$ cat config.mk
export PLATFORM = sky130hd
export DESIGN_NAME = spwm_gen
export DESIGN_NICKNAME = d
export VERILOG_FILES = /design/src/rtl/spwm_pkg.sv /design/src/rtl/spwm_sine_lut.sv /design/src/rtl/spwm_ref_scale.sv /design/src/rtl/spwm_carrier.sv /design/src/rtl/spwm_gen.sv
export SDC_FILE = /design/constraint.sdc
export NUM_CORES = 2
export LEC_CHECK = 0
export BUFFER_PORTS_ARGS = -buffer_cell sky130_fd_sc_hd__buf_2
export CORE_ASPECT_RATIO = 1.75
export CORE_MARGIN = 2
export CORE_UTILIZATION = 45
export DETAILED_ROUTE_END_ITERATION = 12
export GPL_ROUTABILITY_DRIVEN = 0
export SLEW_MARGIN = 20
export SYNTH_ARGS = -nofsm -noshare
export SYNTH_HDL_FRONTEND = slang
export SYNTH_SLANG_ARGS = --single-unit
$ cat constraint.sdc
create_clock -name clk_i -period 7.83 [get_ports clk_i]
set_input_delay 0.783 -clock clk_i [delete_from_list [all_inputs] [get_ports clk_i]]
set_output_delay 0.783 -clock clk_i [all_outputs]
set_load 0.01 [all_outputs]
$ cat src/rtl/spwm_pkg.sv
package spwm_pkg;
  localparam int SIN_W = 8;   // sine magnitude bits, amplitude 255
  localparam int QAW   = 4;   // quarter-wave address bits

  // round(255*sin((i+0.5)*pi/32)), i = 0..15
  function automatic logic [SIN_W-1:0] quarter_sine(input logic [QAW-1:0] idx);
    logic [SIN_W-1:0] v;
    case (idx)
      4'd0:  v = 8'd13;
      4'd1:  v = 8'd37;
      4'd2:  v = 8'd62;
      4'd3:  v = 8'd86;
      4'd4:  v = 8'd109;
      4'd5:  v = 8'd131;
      4'd6:  v = 8'd152;
      4'd7:  v = 8'd171;
      4'd8:  v = 8'd189;
      4'd9:  v = 8'd205;
      4'd10: v = 8'd219;
      4'd11: v = 8'd231;
      4'd12: v = 8'd240;
      4'd13: v = 8'd247;
      4'd14: v = 8'd252;
      default: v = 8'd255;
    endcase
    return v;
  endfunction
endpackage

$ cat src/rtl/spwm_sine_lut.sv
module spwm_sine_lut
  import spwm_pkg::*;
(
  input  logic [QAW+1:0]          sector_i,
  output logic signed [SIN_W:0]   sine_o
);
  logic [1:0]       quad;
  logic [QAW-1:0]   idx, addr;
  logic [SIN_W-1:0] mag;

  always_comb begin
    quad   = sector_i[QAW+1:QAW];
    idx    = sector_i[QAW-1:0];
    addr   = quad[0] ? ~idx : idx;          // mirror in quadrants 1 and 3
    mag    = quarter_sine(addr);
    sine_o = quad[1] ? -$signed({1'b0, mag}) : $signed({1'b0, mag});
  end
endmodule

$ cat src/rtl/spwm_ref_scale.sv
module spwm_ref_scale
  import spwm_pkg::*;
#(
  parameter int CNT_W = 12,
  parameter int MOD_W = 9
) (
  input  logic signed [SIN_W:0] sine_i,
  input  logic [MOD_W-1:0]      mod_i,
  input  logic [CNT_W-1:0]      peak_i,
  output logic [CNT_W-1:0]      ref_o
);
  localparam int PROD_W = SIN_W + MOD_W + 2;
  localparam int SH     = SIN_W + MOD_W;
  localparam logic signed [PROD_W-1:0] BIAS = PROD_W'(1) << (SH - 1);

  logic signed [PROD_W-1:0] prod, biased;
  logic [SH-1:0]            level;
  logic [SH+CNT_W-1:0]      full;

  always_comb begin
    prod   = sine_i * $signed({1'b0, mod_i});
    biased = prod + BIAS;                    // non-negative by range
    level  = biased[SH-1:0];
    full   = level * peak_i;
    ref_o  = full[SH+CNT_W-1:SH];
  end
endmodule

$ cat src/rtl/spwm_carrier.sv
module spwm_carrier #(
  parameter int CNT_W  = 12,
  parameter int PK_MIN = 2
) (
  input  logic             clk_i,
  input  logic             rst_ni,
  input  logic [CNT_W-1:0] peak_i,
  output logic [CNT_W-1:0] cnt_o,
  output logic [CNT_W-1:0] peak_o,
  output logic [CNT_W-1:0] load_o,
  output logic             valley_o
);
  localparam logic [CNT_W-1:0] MIN_PK = CNT_W'(PK_MIN);

  logic [CNT_W-1:0] cnt_q, pk_q;
  logic             up_q;

  assign load_o   = (peak_i < MIN_PK) ? MIN_PK : peak_i;
  assign valley_o = (cnt_q == '0);
  assign cnt_o    = cnt_q;
  assign peak_o   = pk_q;

  always_ff @(posedge clk_i or negedge rst_ni) begin
    if (!rst_ni) begin
      cnt_q <= '0;
      pk_q  <= MIN_PK;
      up_q  <= 1'b1;
    end else if (valley_o) begin
      pk_q  <= load_o;
      cnt_q <= CNT_W'(1);
      up_q  <= 1'b1;
    end else if (up_q) begin
      if (cnt_q < pk_q) begin
        cnt_q <= cnt_q + 1'b1;
      end else begin
        cnt_q <= cnt_q - 1'b1;
        up_q  <= 1'b0;
      end
    end else begin
      cnt_q <= cnt_q - 1'b1;
    end
  end
endmodule

$ cat src/rtl/spwm_gen.sv
module spwm_gen
  import spwm_pkg::*;
#(
  parameter int PH_W  = 16,
  parameter int MOD_W = 9,
  parameter int CNT_W = 12
) (
  input  logic             clk_i,
  input  logic             rst_ni,
  input  logic [PH_W-1:0]  phase_i,
  input  logic [MOD_W-1:0] mod_i,
  input  logic [CNT_W-1:0] peak_i,
  input  logic             bipolar_i,
  output logic [CNT_W-1:0] carrier_o,
  output logic [2:0]       hi_o,
  output logic [2:0]       lo_o
);
  localparam int LEGS = 3;
  localparam logic [PH_W-1:0]  THIRD = PH_W'((64'd1 << PH_W) / 3);
  localparam logic [MOD_W-1:0] UNITY = MOD_W'(1) << (MOD_W - 1);

  logic [CNT_W-1:0]       cnt, pk_q, pk_load;
  logic                   valley;
  logic [MOD_W-1:0]       mod_c;
  logic [PH_W-1:0]        leg_ph [LEGS];
  logic signed [SIN_W:0]  sine   [LEGS];
  logic signed [SIN_W:0]  sine_s [LEGS];
  logic [CNT_W-1:0]       ref_d  [LEGS];
  logic [LEGS*CNT_W-1:0]  ref_q;

  spwm_carrier #(.CNT_W(CNT_W), .PK_MIN(2)) u_carrier (
    .clk_i    (clk_i),
    .rst_ni   (rst_ni),
    .peak_i   (peak_i),
    .cnt_o    (cnt),
    .peak_o   (pk_q),
    .load_o   (pk_load),
    .valley_o (valley)
  );

  assign mod_c = (mod_i > UNITY) ? UNITY : mod_i;

  // leg phases: a, a-120, a+120
  assign leg_ph[0] = phase_i;
  assign leg_ph[1] = phase_i - THIRD;
  assign leg_ph[2] = phase_i + THIRD;

  for (genvar k = 0; k < LEGS; k++) begin : g_leg
    spwm_sine_lut u_lut (
      .sector_i (leg_ph[k][PH_W-1 -: QAW+2]),
      .sine_o   (sine[k])
    );

    if (k == 1) begin : g_sel_bip
      assign sine_s[k] = bipolar_i ? -sine[0] : sine[k];
    end else begin : g_sel_dir
      assign sine_s[k] = sine[k];
    end

    spwm_ref_scale #(.CNT_W(CNT_W), .MOD_W(MOD_W)) u_scale (
      .sine_i (sine_s[k]),
      .mod_i  (mod_c),
      .peak_i (pk_load),
      .ref_o  (ref_d[k])
    );

    always_ff @(posedge clk_i or negedge rst_ni) begin
      if (!rst_ni)      ref_q[k*CNT_W +: CNT_W] <= '0;
      else if (valley)  ref_q[k*CNT_W +: CNT_W] <= ref_d[k];
    end

    assign hi_o[k] = ref_q[k*CNT_W +: CNT_W] > cnt;
    assign lo_o[k] = ~hi_o[k];
  end

  assign carrier_o = cnt;
endmodule

==> metrics.cfg <==
[cells_and_area]
syn2layout_area_growth_pct=23.8
final_nets=5249
drive_gt1_share_pct=22.7
nFillCells=6431

[clocking]
clkLatencyLatePin_ps=350
cts_tree=built
cts_buffer_depth=2
clkTransAtPathRegs_ps=50
ctsHoldBuffers=0
cts_buffers=9
cts.sinks=61
root_buffer=clkbuf_16
htree_levels=3

[setup_path]
r2r-end=ref_q[11]
crit-reg2reg-launch=u_carrier.cnt_o[3]
critPathSlowestCell=fa_1
start_kind=input pin
crit_type=in2reg
rr_worst_depth=9
crit_arrival_ps=12650
crit_top_cell=fa_1
crit_family=adder cells
crit_fanout=4
required_ps=8020
crit_buf_inv=11
r2r_slack_ps=4530
critPathCaptureType=register
cp_slowest_stage_delay_ps=580

[yosys]
syn-num-nets=4762
synth-edff-count=0
avgSynthCellArea_um2=8.45
synth_cells=3724
syn_area_um2=31500
yosys_warnings=0
synth_ff_type=dfrtp_1
synth_cell_types=77
synthArstFlopShare_pct=100
ys_seq_area_share_pct=4.86
synth-seq-cells=61

[floorplanning]
die_w_um=204
initial_core_util_pct=45.3
die-area_um2=72200
rows=128
pin_count=58
coreArea_um2=69500
fp.dieH_um=354

[sta]
skew_ps=9.20
rsz0062_at_grt=true
hold_viol=0
slew_headroom_pct=35.0
setup_viol=36
tightest_slew_ps=972
min_period_ps=12460
clock.fmax_ghz=0.0803
slew_violations=0
fin_crit_sh_pct=159
setup_ws_ps=-4630

[detailed_routing]
dr.pass1.iters=5
drc=0
vias=26700
wl_per_cell_um=18.2
vias_per_cell=5.21
wl_mm=93.5
antenna_left=0
first_iter_violations=1223

[global_route]
grt_pass1_vias=29100
antenna_found_initial=3
grt_overflow=0
grt_max_degree=62
grt_pass1_wl_mm=149
grt_usage_pct=26.5

[status]
failed_checks=negative setup slack
status=finished, violations left

[place]
io_buffer_count=57
pre_cts_ws_ps=-5560
hpwl_mm=79.0

[hold_path]
hold-path-cell-count=2
min_from=ref_q[12]
worstHoldEndpoint=ref_q[12]
hold_class=reg2reg

[run]
max_cap_viol_count=0

## routing by layer
metal / share of wire, % / global-route usage (%) / vias up
met4: 8.4 / 19.1 / 2
met2: 54 / 50.9 / 694
met5: 0.012 / 0 / -
met1: 34 / 26.3 / 13300
met3: 3.0 / 2.12 / 339
li1: - / - / 12400
## worst register-to-register path, delay by kind of cell (launching register included)
kind                   cells  cell delay, ps
AOI/OAI and AO/OA          1             540
buffers and inverters      1             360
DFF                        1             480
and+or+nand+nor            7            1850
## cell usage in the layout (no fill, tap or decap), types with 51 or more instances in the layout
master and n:
a21oi_1 65, and2_1 198, buf_2 51, buf_4 565
dfrtp_1 59, fa_1 592, ha_1 370, inv_1 662
nand2_1 556, nor2_1 204, xnor2_1 62
## state kept, by name (all words and copies together), names as in the netlist
name              flops
ref_q                36
u_carrier.cnt_o      12
u_carrier.peak_o     12
u_carrier.up_q        1
## logic make-up (layout without fill, tap and decap cells)
kind of cell | after synthesis | after routing | share of synthesized area, %
simple gates | 1241 | 1241 | 18.2
compound gates | 372 | 372 | 7.46
flops | 61 | 61 | 4.86
buf+inv | 890 | 1382 | 10.7
fa+ha+maj | 998 | 998 | 53.9
other cells | 0 | 1 | 0
xor+xnor | 130 | 130 | 3.66
mux | 32 | 32 | 1.18
## synth_stat cells (11+ instances only)
| cell | n | area share, % |
|---|---|---|
| inv_1 | 697 | 8.3 |
| fa_1 | 597 | 38 |
| nand2_1 | 572 | 6.8 |
| ha_1 | 401 | 16 |
| nor2_1 | 214 | 2.6 |
| and2_1 | 200 | 4.0 |
| clkbuf_1 | 166 | 2.0 |
| a21oi_1 | 97 | 1.5 |
| o21ai_0 | 91 | 1.4 |
| xnor2_1 | 91 | 2.5 |
| dfrtp_1 | 59 | 4.7 |
| nand2b_1 | 58 | 1.2 |
| a21o_1 | 49 | 1.2 |
| nor2b_1 | 38 | 0.76 |
| xor2_1 | 37 | 1.0 |
| nor3_1 | 34 | 0.54 |
| and3_1 | 32 | 0.64 |
| nand3_1 | 29 | 0.46 |
| nand4_1 | 21 | 0.42 |
| mux2i_1 | 19 | 0.60 |
| o21a_1 | 17 | 0.41 |
| a31oi_1 | 15 | 0.30 |
| o31ai_1 | 14 | 0.33 |
| nor4_1 | 12 | 0.24 |
| o21ai_1 | 12 | 0.19 |
| buf_1 | 11 | 0.13 |
| buf_2 | 11 | 0.17 |
## how the worst max path moves through the flow
stage | startpoint | end | slack [ps] | cells after the start
6_report | phase_i[0] | ref_q[20] | -4630 | 59
4_1_cts | phase_i[4] | ref_q[33] | -4590 | 59
3_5_place_dp | phase_i[2] | ref_q[33] | -5560 | 59
2_1_floorplan | phase_i[1] | ref_q[23] | -4610 | 59
5_1_grt | phase_i[0] | ref_q[20] | -5210 | 58
3_3_place_gp | phase_i[2] | ref_q[33] | -5470 | 59
## through the flow
step,instance area [µm²],hold slack (ps),cells,TNS (ps),utilization [%]
2_1_floorplan,32100,440,3724,-136550,-
3_3_place_gp,37000,460,5051,-166570,53.3
3_5_place_dp,37000,474,5051,-171310,53.3
4_1_cts,38100,485,5099,-145170,54.9
5_1_grt,39000,512,5126,-165100,56.1
6_report,39000,484,5127,-147470,56.1
## cell type report
| type | instances | area (µm²) | area share [%] |
|---|---|---|---|
| Multi-Input combinational cell | 2773 | 28100 | 72.1 |
| Tap cell | 910 | 1140 | 2.92 |
| Timing Repair Buffer | 666 | 5230 | 13.4 |
| Antenna cell | 1 | 2.50 | 0.00642 |
| Inverter | 700 | 2640 | 6.77 |
| Sequential cell | 61 | 1530 | 3.92 |
| Clock inverter | 3 | 67.6 | 0.173 |
| Clock buffer | 13 | 270 | 0.693 |
## timing repair
action,in CTS,in global routing
buffers inserted,36,31
gates cloned,0,0
gates resized for setup,100,153
pin swaps,87,87
setup endpoints to repair,36,36
endpoints found under the hold margin,0,0
Power is left out: the tool's default activity adds up to more than one toggle a clock period on the data nets, which glitch-free logic cannot reach.
